===== config.mk =====
export PLATFORM = sky130hd
export DESIGN_NAME = dsAdcSerialSlave
export DESIGN_NICKNAME = d
export VERILOG_FILES = /design/src/rtl/dsAdcPkg.sv /design/src/rtl/dsAdcSync.sv /design/src/rtl/dsAdcCtrl.sv /design/src/rtl/dsAdcData.sv /design/src/rtl/dsAdcSerialSlave.sv
export SDC_FILE = /design/constraint.sdc
export NUM_CORES = 1
export LEC_CHECK = 0
export BUFFER_PORTS_ARGS = -buffer_cell sky130_fd_sc_hd__buf_2
export CAP_MARGIN = 20
export CORE_MARGIN = 5
export CORE_UTILIZATION = 46
export CTS_CLUSTER_SIZE = 30
export DETAILED_ROUTE_END_ITERATION = 6
export PLACE_DENSITY = 0.62
export SLEW_MARGIN = 20
export SYNTH_ARGS = -nofsm -noshare
export SYNTH_HDL_FRONTEND = slang
export SYNTH_HIERARCHICAL = 1
export SYNTH_SLANG_ARGS = --single-unit

===== constraint.sdc =====
create_clock -name clk -period 2.5 [get_ports clk]
set_clock_uncertainty 0.05 [all_clocks]
set_input_delay 0.5 -clock clk [delete_from_list [all_inputs] [get_ports clk]]
set_output_delay 0.5 -clock clk [all_outputs]
set_load 0.01 [all_outputs]

===== src/rtl/dsAdcPkg.sv =====
package dsAdcPkg;

  typedef enum logic [1:0] {
    OUT_ZERO     = 2'd0,
    OUT_EOC_BUSY = 2'd1,
    OUT_EOC_IDLE = 2'd2,
    OUT_DATA     = 2'd3
  } outSel_e;

  typedef enum logic [1:0] {
    ST_CONV  = 2'd0,
    ST_SLEEP = 2'd1,
    ST_SHIFT = 2'd2
  } state_e;

  typedef struct packed {
    logic    loadResult;
    logic    loadShift;
    logic    shiftStep;
    outSel_e outSel;
  } dpStrobe_t;

endpackage


===== src/rtl/dsAdcSync.sv =====
module dsAdcSync #(
  parameter int               WIDTH   = 2,
  parameter int               STAGES  = 2,
  parameter logic [WIDTH-1:0] RST_VAL = '0
) (
  input  logic             clk,
  input  logic             rstN,
  input  logic [WIDTH-1:0] din,
  output logic [WIDTH-1:0] dout,
  output logic [WIDTH-1:0] rise,
  output logic [WIDTH-1:0] fall
);

  logic [STAGES-1:0][WIDTH-1:0] chain;
  logic [WIDTH-1:0]             prevQ;

  always_ff @(posedge clk or negedge rstN) begin
    if (!rstN) begin
      chain <= {STAGES{RST_VAL}};
      prevQ <= RST_VAL;
    end else begin
      chain <= {chain[STAGES-2:0], din};
      prevQ <= chain[STAGES-1];
    end
  end

  assign dout = chain[STAGES-1];
  assign rise = ~prevQ & dout;
  assign fall = prevQ & ~dout;

endmodule


===== src/rtl/dsAdcCtrl.sv =====
module dsAdcCtrl
  import dsAdcPkg::*;
#(
  parameter int CONV_CYCLES = 1000,
  parameter int FRAME_W     = 32
) (
  input  logic      clk,
  input  logic      rstN,
  input  logic      csS,
  input  logic      csFall,
  input  logic      csRise,
  input  logic      sckS,
  input  logic      sckRise,
  input  logic      sckFall,
  output dpStrobe_t strobe,
  output logic      busy,
  output logic      modeErr
);

  localparam int CNT_W    = $clog2(CONV_CYCLES + 1);
  localparam int BIT_W    = $clog2(FRAME_W);
  localparam int LAST_BIT = FRAME_W - 1;

  state_e           state, stateNext;
  logic [CNT_W-1:0] convCnt;
  logic [BIT_W-1:0] bitCnt;
  logic             convDone, startRead, fallInRead, lastFall;

  assign convDone   = (state == ST_CONV) && (convCnt == CNT_W'(CONV_CYCLES - 1));
  assign startRead  = (state == ST_SLEEP) && !csS && sckRise && !modeErr;
  assign fallInRead = (state == ST_SHIFT) && !csRise && sckFall;
  assign lastFall   = fallInRead && (bitCnt == BIT_W'(LAST_BIT));

  always_comb begin
    stateNext = state;
    unique case (state)
      ST_CONV:  if (convDone) stateNext = ST_SLEEP;
      ST_SLEEP: if (startRead) stateNext = ST_SHIFT;
      ST_SHIFT: begin
        if (csRise)        stateNext = ST_SLEEP;
        else if (lastFall) stateNext = ST_CONV;
      end
      default:  stateNext = ST_CONV;
    endcase
  end

  always_ff @(posedge clk or negedge rstN) begin
    if (!rstN) begin
      state   <= ST_CONV;
      convCnt <= '0;
      bitCnt  <= '0;
      modeErr <= 1'b0;
    end else begin
      state <= stateNext;
      if (convDone)               convCnt <= '0;
      else if (state == ST_CONV)  convCnt <= convCnt + CNT_W'(1);
      if (startRead)              bitCnt <= '0;
      else if (fallInRead)        bitCnt <= bitCnt + BIT_W'(1);
      if (csFall)                 modeErr <= sckS;
    end
  end

  always_comb begin
    strobe.loadResult = convDone;
    strobe.loadShift  = startRead;
    strobe.shiftStep  = fallInRead && !lastFall;
    if (csS || modeErr)          strobe.outSel = OUT_ZERO;
    else if (state == ST_SHIFT)  strobe.outSel = OUT_DATA;
    else if (state == ST_CONV)   strobe.outSel = OUT_EOC_BUSY;
    else                         strobe.outSel = OUT_EOC_IDLE;
  end

  assign busy = (state == ST_CONV);

  assert_mode_hold_R1: assert property (@(posedge clk) disable iff (!rstN)
    !csFall |=> $stable(modeErr))
    else $error("modeErr changed without a select falling edge");

  assert_conv_bound_R4: assert property (@(posedge clk) disable iff (!rstN)
    (state == ST_CONV) |-> (convCnt < CNT_W'(CONV_CYCLES)))
    else $error("conversion counter ran past its length");

  assert_sleep_hold_R5: assert property (@(posedge clk) disable iff (!rstN)
    (state == ST_SLEEP) && !(sckRise && !csS && !modeErr) |=> (state == ST_SLEEP))
    else $error("left sleep without a selected rising clock");

  assert_conv_start_R7: assert property (@(posedge clk) disable iff (!rstN)
    (state != ST_CONV) && !((state == ST_SHIFT) && sckFall && !csRise &&
                             (bitCnt == BIT_W'(LAST_BIT)))
    |=> (state != ST_CONV))
    else $error("conversion started before the last falling edge");

endmodule


===== src/rtl/dsAdcData.sv =====
module dsAdcData
  import dsAdcPkg::*;
#(
  parameter int RES_W   = 24,
  parameter int SUB_W   = 4,
  parameter int FRAME_W = 32
) (
  input  logic             clk,
  input  logic             rstN,
  input  logic [RES_W-1:0] sampleValue,
  input  logic [SUB_W-1:0] sampleSub,
  input  logic             signPos,
  input  logic             overRange,
  input  dpStrobe_t        strobe,
  output logic             sdo
);

  logic [FRAME_W-1:0] frameQ;
  logic [FRAME_W-1:0] shiftQ;

  always_ff @(posedge clk or negedge rstN) begin
    if (!rstN) begin
      frameQ <= '0;
      shiftQ <= '0;
    end else begin
      if (strobe.loadResult)
        frameQ <= {1'b0, 1'b0, signPos, overRange, sampleValue, sampleSub};
      if (strobe.loadShift)
        shiftQ <= frameQ;
      else if (strobe.shiftStep)
        shiftQ <= {shiftQ[FRAME_W-2:0], 1'b0};
    end
  end

  always_comb begin
    unique case (strobe.outSel)
      OUT_DATA:     sdo = shiftQ[FRAME_W-1];
      OUT_EOC_BUSY: sdo = 1'b1;
      OUT_EOC_IDLE: sdo = 1'b0;
      default:      sdo = 1'b0;
    endcase
  end

endmodule


===== src/rtl/dsAdcSerialSlave.sv =====
module dsAdcSerialSlave
  import dsAdcPkg::*;
#(
  parameter int CONV_CYCLES = 1000,
  parameter int RES_W       = 24,
  parameter int SUB_W       = 4,
  parameter int SYNC_STAGES = 2
) (
  input  logic             clk,
  input  logic             rstN,
  input  logic             csN,
  input  logic             sck,
  input  logic [RES_W-1:0] sampleValue,
  input  logic [SUB_W-1:0] sampleSub,
  input  logic             signPos,
  input  logic             overRange,
  output logic             sdo,
  output logic             busy,
  output logic             modeErr
);

  localparam int FRAME_W = 4 + RES_W + SUB_W;

  logic [1:0] syncOut, syncRise, syncFall;
  logic       csS, sckS, csFall, csRise, sckRise, sckFall;
  dpStrobe_t  strobe;

  dsAdcSync #(.WIDTH(2), .STAGES(SYNC_STAGES), .RST_VAL(2'b10)) syncI (
    .clk(clk), .rstN(rstN), .din({csN, sck}),
    .dout(syncOut), .rise(syncRise), .fall(syncFall)
  );

  assign csS     = syncOut[1];
  assign sckS    = syncOut[0];
  assign csRise  = syncRise[1];
  assign csFall  = syncFall[1];
  assign sckRise = syncRise[0];
  assign sckFall = syncFall[0];

  dsAdcCtrl #(.CONV_CYCLES(CONV_CYCLES), .FRAME_W(FRAME_W)) ctrlI (
    .clk(clk), .rstN(rstN), .csS(csS), .csFall(csFall), .csRise(csRise),
    .sckS(sckS), .sckRise(sckRise), .sckFall(sckFall),
    .strobe(strobe), .busy(busy), .modeErr(modeErr)
  );

  dsAdcData #(.RES_W(RES_W), .SUB_W(SUB_W), .FRAME_W(FRAME_W)) dataI (
    .clk(clk), .rstN(rstN), .sampleValue(sampleValue), .sampleSub(sampleSub),
    .signPos(signPos), .overRange(overRange), .strobe(strobe), .sdo(sdo)
  );

  assert_idle_low_R2: assert property (@(posedge clk) disable iff (!rstN)
    csS |-> !sdo)
    else $error("sdo high while deselected");

  assert_eoc_status_R3: assert property (@(posedge clk) disable iff (!rstN)
    (!csS && !modeErr && (strobe.outSel != OUT_DATA)) |-> (sdo == busy))
    else $error("status bit does not follow busy");

  assert_fall_only_R8: assert property (@(posedge clk) disable iff (!rstN)
    ((strobe.outSel == OUT_DATA) && !sckFall && !csS) |=> (csS || $stable(sdo)))
    else $error("readout data moved without a falling clock");

  assert_err_quiet_R10: assert property (@(posedge clk) disable iff (!rstN)
    modeErr |-> !sdo)
    else $error("sdo driven during mode error");

endmodule


* After elaboration in Yosys (flattened, before gate mapping)
Index checks and enable logic that the tools add are counted.
Storage, ports and cells: bits in registers 86, bits of input ports 34
Operators by class: add/sub/neg operators 2, equality and inequality tests 9, mux-type cells 15, bitwise logic cells 4, reduce and logical (&&, ||, !) cells 18
Operators by type and width (number):
- $mux W32 | 2
- $mux W10 | 2
- $mux W2 | 7
- $add A10 B1 Y10 const B | 1
- $eq A10 B10 Y1 const B | 1
- $mux W5 | 2
- $logic_and A1 B1 Y1 | 8
- $pmux W2 S3 | 1
- $reduce_bool A2 Y1 | 3
- $add A5 B1 Y5 const B | 1
- $eq A5 B5 Y1 const B | 1
- $and A2 B2 Y2 | 2
- $eq A2 B1 Y1 const B | 2
- $eq A2 B2 Y1 const B | 2
- $logic_not A1 Y1 | 4
- $ne A2 B1 Y1 const B | 2
- $not A2 Y2 | 2
- $ne A3 B2 Y1 const B | 1
- $reduce_and A3 Y1 | 1
- $logic_not A2 Y1 | 1
- $pmux W1 S2 | 1
- $logic_or A1 B1 Y1 | 1

* Longest topological paths before layout
Gate-level depths: netlist (run 1).
word-level depth 10, mapped depth 8, mapped depth without buffers 6

* Modules after synthesis
Netlist (run 1), hierarchy kept.
By module, submodules not included:
- dsAdcData | instances 1, cells an instance 202, area an instance 2635.0 µm², seq. area each 1551.5 µm²
- dsAdcCtrl | instances 1, cells an instance 90, area an instance 969.7 µm², seq. area each 450.4 µm²
- dsAdcSync | instances 1, cells an instance 12, area an instance 203.9 µm², seq. area each 153.9 µm²

* Worst setup path after synthesis (run 1)
Ideal clock, no wire load.
path kind register to register, start point register syncI.prevQ[1], end point register dataI.shiftQ[10], library setup time 120 ps, arrival time 1775 ps, required time 2330 ps, path slack 555 ps, cell stages (with the launch flop) 8, buffers on the path 2, clock period less this slack 1945 ps, cell sequence dfstp_2 > and2b_2 > and4bb_4 > nor2b_1 > buf_6 > buf_12 > mux2i_1 > o21ai_2
RTL lines:
- from (decl) | RTL line dsAdcSync.sv:15 | logic [WIDTH-1:0] prevQ;
- from (signal assigned) | RTL line dsAdcSync.sv:23 | prevQ <= chain[STAGES-1];
- to (signal assigned) | RTL line dsAdcData.sv:29 | shiftQ <= frameQ;
- to (signal assigned) | RTL line dsAdcData.sv:31 | shiftQ <= {shiftQ[FRAME_W-2:0], 1'b0};
- to (decl) | RTL line dsAdcData.sv:19 | logic [FRAME_W-1:0] shiftQ;

==> out/results.txt, run 1 <==
The pin slew with the least headroom to its limit came out at 0.5277 ns. The sequential share of the synthesized area is 0.5660, and the post-layout minimum cycle time is 2.168 ns. VDD sags by at most 0.4549 mV. The final instance area is 0.004213 mm2.

The post-layout net count was 373. At the end of routability-driven placement, the weighted congestion stood at 0.7375. The flow ran to the end, and the final reports show no timing, DRC or antenna violations. The first-pass detailed-route iteration total is 4, and the synthesized flop and latch total is 86. The simple-gate area share of the yosys netlist came out at 0.1022.

The repair_antennas step left the layout with diodes totalling 0. The number of gates resized after CTS was 0. The multi-input combinational cells in the finished layout cover a total of 0.001469 mm2. The run gives 10740 um as the global-route wire length before repair. Dominant combinational cell family by area after synthesis: multiplexers. Buffer type at the clock tree root: clkbuf_8. The final route contains 2312 vias. Worst hold slack: 0.07695 ns. The complex-gate fraction of the synthesized area is 0.08377.

Summing all flip-flop and latch instances after layout gives 0.002156 mm2. The analysis attributes to cell leakage a power of 1.904 nW. The die is 101.0 um wide.

The clock slew at the register clock pins of the worst setup and hold paths came out at 0.08 ns. The logs give 0 for the max-slew violation count and 0 for the number of maximum-capacitance constraint violations. For the number of antenna violations at the first check in global routing, the log shows 0. The adder-cell area share of the yosys netlist was 0.009855.

TritonCTS built the clock tree. The total area inside the core boundary comes to 0.008134 mm2. After filler insertion, the fill cell instance count of the layout stands at 741.

The placed cell area is 0.004045 mm2. STA classifies the critical path endpoint as an output port. The violation count after the first detailed-routing iteration is 68, and the warning count from the yosys run is 6.

The fraction of final layout cells sized beyond drive strength 1 was 0.3109; the mean routed wirelength per cell was 13.91 um. In this run the worst path has a maximum fanout of 6. No sink is reached through more buffers than the 2 on the longest clock path. Clock tree synthesis inserted a total of 9 buffers. The run gives 0.1338 as the global-route usage over all layers. The most used flip-flop cell after synthesis is dfrtp_1. The final worst-path cycle share came out at 0.8672. The area growth from synthesis to layout is 10.61%. Row generation in the floorplan step produced 33 rows. The required time of the worst setup path is 1.95 ns, and the net count after synthesis is 341. The fraction of registers with async set/reset is 1.000, and the mux share of post-synthesis cell area is 0.1813. The HPWL after detailed placement is 4062 um. The via count of the first global-routing pass came out at 2363. The type of the worst setup path is flop to output port. The tools report the launching element type of the critical path as a flop. Pin placement for this block handled 37 I/O pins.

For the number of nets with antenna violations after detailed routing, the log shows 0. Input and output buffers added on the ports amount to 36. The latest clock arrival within the worst-skew pair came out at 0.34 ns. Synthesis produced 304 cells.

The number of cells on the worst reg-to-reg path is 6, and the xor and xnor fraction of the mapped netlist area is 0.004599. In this run, synthesis inferred 0 flip-flops with an integrated enable. Data arrives at the worst endpoint at 1.62 ns. The setup total negative slack is 0 ns, and the power per unit of standard cell area is 550.4 mW/mm2. The run gives 0.3319 ns as the smallest setup slack after layout. Setup repair after global routing left no endpoint under its margin. Once the clock tree was built, the setup fixing pass inserted 0 buffers. For the final hold violation count, the log shows 0. Hold repair after CTS inserted 0 buffers.

For the number of sinks driven by the clock tree, the log shows 86. The worst slack after detailed placement is 0.5213 ns, and the cell area after synthesis is 0.003809 mm2. The tools report the number of setup violations in the final report as 0. Leading cell type in the layout, fill and taps excluded: dfrtp_1. The initial core utilization was 0.4682; the level count of the clock H-tree was 3. For the distinct cell type count of the synthesized netlist, the log shows 44. The final core utilization is 0.5179, and the die outline area is 0.01020 mm2. For this run the aggregate overflow at the end of global routing stands at 0.

The floorplan step set the die height to 101.0 um. Leaving out fill and tap cells, the most frequent cells in the layout are dfrtp_1, nand2_1, buf_2. For this run, design rule violations remaining after detail routing come to 0. Wires add up to 6205 um.

Entering global routing, the biggest net connects 64 pins. After detailed routing, the number of vias per cell comes to 5.184. The run gives 0.6482 as the headroom to the max-slew limit. The average instance in the mapped netlist occupies 12.53 um2. In this run the worst hold path is classified as input port to asynchronous set/reset pin. Derived from the worst setup path, the maximum achievable clock frequency is 461.2 MHz.
[critical path, stage by stage (launching register included)]
cell and delay [ns]:
dfrtp_1 0.42, or2_1 0.34, inv_2 0.13, nor3_1 0.05
a21boi_0 0.17, buf_2 0.16
[through the flow]
step	total power [mW]	cells
detailed placement	1.508	430
finish	2.319	446
floorplan	1.446	304
CTS	2.371	446
global placement	1.506	430
global route	2.420	446
[worst paths after layout]
kind	start	to	slack, ns
min	rstN	dataI/frameQ[15]	0.08
max reg2reg	syncI/prevQ[1]	dataI/shiftQ[27]	0.51
max in group asynchronous	rstN	syncI/dout[1]	1.64
min in group clk	csN	syncI/chain[1]	0.20
max	ctrlI/state[1]	sdo	0.33
min reg2reg	syncI/chain[0]	syncI/dout[0]	0.31
[power by group]
| part | switching, mW | total (mW) | internal (mW) |
|---|---|---|---|
| combinational | 0.0398 | 0.0711 | 0.0313 |
| clock | 0.459 | 0.843 | 0.384 |
| sequential | 0.00576 | 1.40 | 1.40 |
| total | 0.504 | 2.32 | 1.81 |
[registers in the layout (all words and copies together), names as in the netlist]
| signal | flops |
|---|---|
| syncI/chain | 2 |
| ctrlI/bitCnt | 5 |
| ctrlI/convCnt | 10 |
| dataI/shiftQ | 32 |
| ctrlI/state | 2 |
| dataI/frameQ | 30 |
| syncI/dout | 2 |
| ctrlI/modeErr | 1 |
| syncI/prevQ | 2 |
[cell families (layout without fill, tap and decap cells)]
group / count (synthesis) / after routing
AOI/OAI and AO/OA: 53 / 53
and+or+nand+nor: 70 / 70
xor gates and xnor gates: 2 / 2
muxes: 65 / 65
adders and majority gates: 3 / 3
DFF: 86 / 86
buffers and inverters: 25 / 62
[Yosys cell counts (all sizes together), types with 3 or more instances]
cell type	number	share of area
and2b	5	0.011
o31ai	4	0.0079
o21ai	37	0.051
nor2	3	0.0030
nand4	3	0.0049
mux2	32	0.095
a21oi	3	0.0049
nand2	36	0.035
mux2i	33	0.087
inv	5	0.0049
buf	20	0.047
dfrtp	83	0.55
nand3	3	0.0039
ha	3	0.0099
nor3	4	0.0053
dfstp	3	0.021
[routing by layer]
metal | routed length, um | vias up | share of wire | GRT usage
li1 | - | 1132 | - | -
met1 | 2918 | 1143 | 0.47 | 0.1685
met2 | 2960 | 27 | 0.48 | 0.2127
met3 | 187 | 10 | 0.030 | 0.03253
met4 | 139 | 0 | 0.022 | 0.07157
met5 | 0 | - | 0 | 0
[cell type report]
cell class	count	share of cell area
inverters	5	0.004455
flip-flops and latches	86	0.5117
well taps	105	0.03119
multi-input cells	193	0.3487
clock inverters	4	0.005346
repair buffers	41	0.06415
clock buffers	12	0.03445
No activity file was read; power rests on OpenSTA's default activity.
==> run 2: changes to the inputs <==
--- a/config.mk
+++ b/config.mk
@@ -9,9 +9,9 @@
 export CAP_MARGIN = 20
 export CORE_MARGIN = 5
 export CORE_UTILIZATION = 46
+export CTS_CLUSTER_DIAMETER = 120
 export CTS_CLUSTER_SIZE = 30
 export DETAILED_ROUTE_END_ITERATION = 6
-export PLACE_DENSITY = 0.62
 export SLEW_MARGIN = 20
 export SYNTH_ARGS = -nofsm -noshare
 export SYNTH_HDL_FRONTEND = slang
==> out/results.txt, run 2 (synthesis results as in run 1) <==
The run finished with clean final reports. The tools report the estimated wirelength of the detail-placed design as 4350 um (was 4062 um). For the largest net degree at the start of global routing, the log shows 36 (was 64). The tools report the required time of the worst setup path as 1.95 ns (about the same).

The hold-fix buffer count after cts came out at 0 (unchanged). The post-cts gate resize count is 0 (unchanged), and the leakage power summed over all cells is 1.932 nW (was 1.904 nW). The sum of routed wire length over all layers is 6255 um (was 6205 um), and the number of sinks driven by the clock tree is 86 (unchanged).

The latest clock arrival within the worst-skew pair was 0.34 ns (about the same); the final total power was 2.490 mW (was 2.319 mW). The largest fanout on the critical path is 6 (unchanged). The number of setup violations in the final report came out at 0 (unchanged). Clock buffer count from CTS: 9 (unchanged).

The register with the most flip-flops is dataI/shiftQ (unchanged). The post-layout net count was 376 (was 373); the layout filler cell count was 734 (was 741). The maximum vdd ir drop came out at 0.3044 mV (was 0.4549 mV).

The first-pass detailed-route iteration total is 4 (unchanged). The final RePlAce weighted congestion is 0.7963 (was 0.7375), and the vertical extent of the die is 101.0 um (unchanged). Number of maximum-capacitance constraint violations: 0 (unchanged). The via count is 2283 (was 2312).

The logs give 3 (unchanged) for the level count of the clock H-tree and 1.60 ns (was 1.62 ns) for the data arrival time at the worst-slack endpoint. The tools report the buffer type at the clock tree root as clkbuf_8 (unchanged). For the final hold violation count, the log shows 0 (unchanged).

The power per unit of standard cell area was 585.4 mW/mm2 (was 550.4 mW/mm2). The number of nets with antenna violations after detailed routing is 0 (unchanged). The fraction of final layout cells sized beyond drive strength 1 was 0.3169 (was 0.3109); the post-layout minimum cycle time was 2.148 ns (was 2.168 ns).

The die outline area is 0.01020 mm2 (unchanged). Largest registers in the final layout: dataI/shiftQ: 32 flops, dataI/frameQ: 30 flops, ctrlI/convCnt: 10 flops (unchanged). TritonCTS built the clock tree.

Placeable core region: 0.008134 mm2 (unchanged). For the max-slew violation count, the log shows 0 (unchanged). The global-route usage over all layers was 0.1393 (was 0.1338); the number of buffers inserted to repair setup after CTS was 0 (unchanged). The layout-stage area growth over the synthesis result came out at 11.70% (was 10.61%). The pin slew with the least headroom to its limit is 0.4440 ns (was 0.5277 ns), and the total number of placement rows is 33 (unchanged).

The final worst-path cycle share was 0.8591 (was 0.8672); the number of input and output port buffers inserted was 36 (unchanged). The headroom to the max-slew limit came out at 0.7040 (was 0.6482). The maximum number of buffers from clock root to sink is 2 (unchanged), and the slack of the worst reg-to-reg path is 0.46 ns (was 0.51 ns). The violation count after the first detailed-routing iteration is 68 (unchanged). The leading cell type in the layout, fill and taps excluded is dfrtp_1 (unchanged). Commonest cells after routing, fill and taps aside: dfrtp_1, nand2_1, buf_2 (unchanged). The tools report the switching power of the nets as 513.0 uW (was 504.2 uW).

The run gives 465.6 MHz (was 461.2 MHz) as the maximum clock rate. Setup repair after global routing left no endpoint under its margin. The global route total overflow is 0 (unchanged), and the antenna diode instance count is 0 (unchanged).

The logs give 0.564 (was 0.606) for the sequential share of power and 1.977 mW (was 1.814 mW) for the cell-internal power. Overall die width: 101.0 um (unchanged). The initial core utilization was 0.4682 (unchanged); the number of antenna violations at the first check in global routing was 0 (unchanged). The number of flip-flops under the largest register name came out at 32 (unchanged). The switching power share of the total is 0.2060 (was 0.2175), and the clock slew at the register clock pins of the worst setup and hold paths is 0.08 ns (about the same).

Type of the tightest min-delay check: input port to asynchronous set/reset pin (unchanged). The mean routed wirelength per cell is 13.93 um (was 13.91 um), and the setup total negative slack is 0 ns (unchanged). For the top-level I/O count, the log shows 37 (unchanged).

Type of the worst setup path: flop to output port (unchanged). Power share of the combinational group: 0.029 (was 0.031). The logs give 2299 (was 2363) for the via count of the first global-routing pass and 11100 um (was 10740 um) for the global-route wire length before repair. The number of vias per cell is 5.085 (was 5.184). The tools report the launching element type of the critical path as a flop (unchanged). The tools report the clock share of power as 0.407 (was 0.363). The DRC violation count after routing came out at 0 (unchanged). The tools report the capturing element type of the critical path as an output port (unchanged).
==> run 2: changes by cell type in the layout (fill, tap and decap cells not counted), moves of 2 or more <==
| cell | previous run | this run |
|---|---|---|
| buf_4 | 2 | 7 |
| clkbuf_8 | 10 | 12 |
| buf_12 | 4 | 2 |
| clkinv_2 | 3 | 0 |
==> run 2: power groups by stage <==
| stage | Clock, mW | Sequential [mW] | Combinational (mW) |
|---|---|---|---|
| global placement | 0 | 1.43 | 0.0754 |
| CTS | 1.05 | 1.40 | 0.0758 |
| finish | 1.01 | 1.40 | 0.0719 |
| global route | 1.12 | 1.41 | 0.0833 |
| floorplan | 0 | 1.43 | 0.0134 |
| detailed placement | 0 | 1.43 | 0.0757 |
==> run 2: worst max-delay path, stage by stage, from the launching register on <==
cell and delay, ns:
dfrtp_1 0.41, or2_1 0.34, inv_2 0.14, nor3_1 0.05, a21boi_0 0.16, buf_2 0.16
==> run 2: final timing paths <==
kind,start,endpoint,cells after the start
max,ctrlI/state[1],sdo,5
min,rstN,syncI/prevQ[0],1
max reg2reg,syncI/prevQ[1],dataI/shiftQ[1],6
min reg2reg,syncI/chain[0],syncI/dout[0],0
max in group asynchronous,rstN,syncI/prevQ[1],2
min in group clk,csN,syncI/chain[1],1
==> run 2: area by class of cell <==
type	instances	area (um2)	share of cell area
sequential	86	2156	0.5068
clock buffer	14	172.7	0.04059
tap	105	131.4	0.03088
clock inverter	2	38.79	0.009118
inverter	5	18.77	0.004412
multi-input combinational	193	1469	0.3453
timing repair buffer	44	267.8	0.06294
==> run 2: through the flow <==
step	utilization	hold WS [ns]	worst slack (ns)	instances	area [um2]
3_5_place_dp	0.4970	0.2956	0.4648	433	4043
6_report	0.5230	0.03811	0.3523	449	4254
4_1_cts	0.5230	0.04561	0.3213	449	4254
2_1_floorplan	-	0.1544	0.5548	304	3809
5_1_grt	0.5230	0.06120	0.2337	449	4254
3_3_place_gp	0.4970	0.2838	0.4685	433	4043
==> run 2: routing by layer <==
layer	vias up	GRT usage	routed length, um
li1	1142	-	-
met1	1102	0.1850	2945
met2	32	0.2152	2992
met3	7	0.03183	213
met4	0	0.06851	103
met5	-	0	0
==> run 3: changes to the inputs <==
--- a/config.mk
+++ b/config.mk
@@ -5,13 +5,15 @@
 export SDC_FILE = /design/constraint.sdc
 export NUM_CORES = 1
 export LEC_CHECK = 0
+export ABC_CLOCK_PERIOD_IN_PS = 2500
 export BUFFER_PORTS_ARGS = -buffer_cell sky130_fd_sc_hd__buf_2
 export CAP_MARGIN = 20
-export CORE_MARGIN = 5
+export CORE_MARGIN = 1
 export CORE_UTILIZATION = 46
 export CTS_CLUSTER_DIAMETER = 120
 export CTS_CLUSTER_SIZE = 30
 export DETAILED_ROUTE_END_ITERATION = 6
+export GPL_TIMING_DRIVEN = 0
 export SLEW_MARGIN = 20
 export SYNTH_ARGS = -nofsm -noshare
 export SYNTH_HDL_FRONTEND = slang
==> out/results.txt, run 3 (synthesis results as in run 1) <==
The maximum vdd ir drop was 0.3279 mV (was 0.3044 mV); the post-cts gate resize count was 0 (unchanged). The logs give 2.38 ns (was 1.60 ns) for the data arrival time at the worst-slack endpoint and 0 (unchanged) for the max-slew violation count. The final hold violation count is 0 (unchanged). Setup repair after global routing left no endpoint under its margin. The via count came out at 2392 (was 2283).

Violation count after the first detailed-routing iteration: 53 (was 68). For the maximum clock rate, the log shows 455.4 MHz (was 465.6 MHz). The fraction of final layout cells sized beyond drive strength 1 came out at 0.3361 (was 0.3169).

The global-route wire length before repair is 11010 um (was 11100 um), and the number of maximum-capacitance constraint violations is 0 (unchanged). The worst hold slack came out at 0.03838 ns (was 0.03811 ns). The number of input and output port buffers inserted is 36 (unchanged), and the overall die width is 92.99 um (was 101.0 um).

The leakage power summed over all cells was 2.004 nW (was 1.932 nW). The capturing element type of the critical path was a flop (was an output port). The antenna diode instance count was 0 (unchanged); the clock buffer count from CTS was 9 (unchanged). The final RePlAce weighted congestion was 0.7017 (was 0.7963); the hold-fix buffer count after cts was 0 (unchanged). For the via count of the first global-routing pass, the log shows 2351 (was 2299).

Buffer type at the clock tree root: clkbuf_8 (unchanged). Placeable core region: 0.007848 mm2 (was 0.008134 mm2). The layout-stage area growth over the synthesis result works out to 13.93% (was 11.70%). The run gives 57 (was 36) as the largest net degree at the start of global routing. The mean routed wirelength per cell is 13.83 um (was 13.93 um), and the DRC violation count after routing is 0 (unchanged). The number of flip-flops under the largest register name works out to 32 (unchanged). For the required time of the worst setup path, the log shows 2.68 ns (was 1.95 ns).

The vertical extent of the die was 92.99 um (was 101.0 um); the largest fanout on the critical path was 10 (was 6). The leading cell type in the layout, fill and taps excluded was dfrtp_1 (unchanged). The headroom to the max-slew limit is 0.6789 (was 0.7040), and the estimated wirelength of the detail-placed design is 4279 um (was 4350 um).

The run gives 0.4853 (was 0.4682) as the initial core utilization. Global-route usage over all layers: 0.1651 (was 0.1393). The launching element type of the critical path is a flop (unchanged). The type of the tightest min-delay check was input port to asynchronous set/reset pin (unchanged). The run gives 6350 um (was 6255 um) as the sum of routed wire length over all layers. The final instance area was 0.004339 mm2 (was 0.004254 mm2). The placed cell area is 0.004146 mm2 (was 0.004043 mm2).

The run finished with clean final reports. The tools report the total number of placement rows as 32 (was 33). The clock slew at the register clock pins of the worst setup and hold paths came out at 0.08 ns (about the same). Pin slew with the least headroom to its limit: 0.4780 ns (was 0.4440 ns). For the number of buffers inserted to repair setup after CTS, the log shows 0 (unchanged). The run gives 389 (was 376) as the post-layout net count. Commonest cells after routing, fill and taps aside: dfrtp_1, buf_2, nand2_1 (was dfrtp_1, nand2_1, buf_2).

The die outline area is 0.008647 mm2 (was 0.01020 mm2). The run gives 0 (unchanged) as the number of nets with antenna violations after detailed routing. The first-pass detailed-route iteration total is 4 (unchanged), and the final worst-path cycle share is 0.8784 (was 0.8591).

TritonCTS built the clock tree. The layout filler cell count is 714 (was 734), and the number of setup violations in the final report is 0 (unchanged). The logs give 3 (unchanged) for the level count of the clock H-tree and 86 (unchanged) for the number of sinks driven by the clock tree. The register with the most flip-flops is dataI/shiftQ (unchanged). Power per unit of standard cell area: 562.0 mW/mm2 (was 585.4 mW/mm2). The post-layout minimum cycle time was 2.196 ns (was 2.148 ns). Latest clock arrival within the worst-skew pair: 0.35 ns (was 0.34 ns). For the global route total overflow, the log shows 0 (unchanged). Largest registers in the final layout: dataI/shiftQ: 32 flops, dataI/frameQ: 30 flops, ctrlI/convCnt: 10 flops (unchanged). The maximum number of buffers from clock root to sink was 2 (unchanged); the top-level I/O count was 37 (unchanged). The run gives 0 (unchanged) as the number of antenna violations at the first check in global routing.

The setup total negative slack came out at 0 ns (unchanged). The type of the worst setup path was flop to flop (was flop to output port). The number of vias per cell was 5.211 (was 5.085).
[run 3: layout make-up]
| type | instances | area [um2] | share of cell area |
|---|---|---|---|
| clock buffers | 12 | 145.1 | 0.03345 |
| inverters | 5 | 18.77 | 0.004325 |
| multi-input cells | 193 | 1454 | 0.3351 |
| repair buffers | 37 | 210.2 | 0.04844 |
| well taps | 102 | 127.6 | 0.02941 |
| flip-flops and latches | 86 | 2156 | 0.4968 |
| plain buffers | 20 | 180.2 | 0.04152 |
| clock inverters | 4 | 47.55 | 0.01096 |
[run 3: power breakdown]
part	switching, mW	internal, mW	total, mW
combinational	0.0406	0.0344	0.0750
clock	0.472	0.487	0.959
sequential	0.00536	1.40	1.40
[run 3: path summary, 6_finish.rpt]
| check | from | endpoint | slack (ns) | cells after the start |
|---|---|---|---|---|
| setup / recovery | ctrlI/convCnt[0] | dataI/frameQ[29] | 0.30 | 6 |
| hold / removal | rstN | ctrlI/convCnt[3] | 0.04 | 1 |
| setup reg to reg | ctrlI/convCnt[0] | dataI/frameQ[29] | 0.30 | 6 |
| hold reg to reg | syncI/chain[0] | syncI/dout[0] | 0.31 | 0 |
| max in group asynchronous | rstN | dataI/shiftQ[1] | 1.74 | 2 |
| min in group clk | csN | syncI/chain[1] | 0.19 | 1 |
[run 3: per-stage QoR]
step	std cells	util	setup WS, ns	power [mW]
final	459	0.5529	0.3041	2.439
after global routing	459	0.5529	0.1489	2.532
after CTS	459	0.5529	0.2697	2.476
after floorplan	304	-	0.5548	1.446
after detailed placement	443	0.5284	0.2764	1.511
after global placement	442	0.5246	0.1115	1.503
[run 3: routing by layer]
layer  track usage  up-vias  wire length [um]
met5             0        -                 0
li1              -     1175                 -
met4       0.06154        0                86
met3       0.04634        7               204
met1        0.2217     1182              3046
met2        0.2555       28              3012
[run 3: critical path, stage by stage (launching register included)]
cell,delay (ns)
dfrtp_1,0.39
ha_1,0.28
nand4bb_1,0.23
nor4_4,0.41
buf_4,0.23
buf_6,0.15
mux2_2,0.34
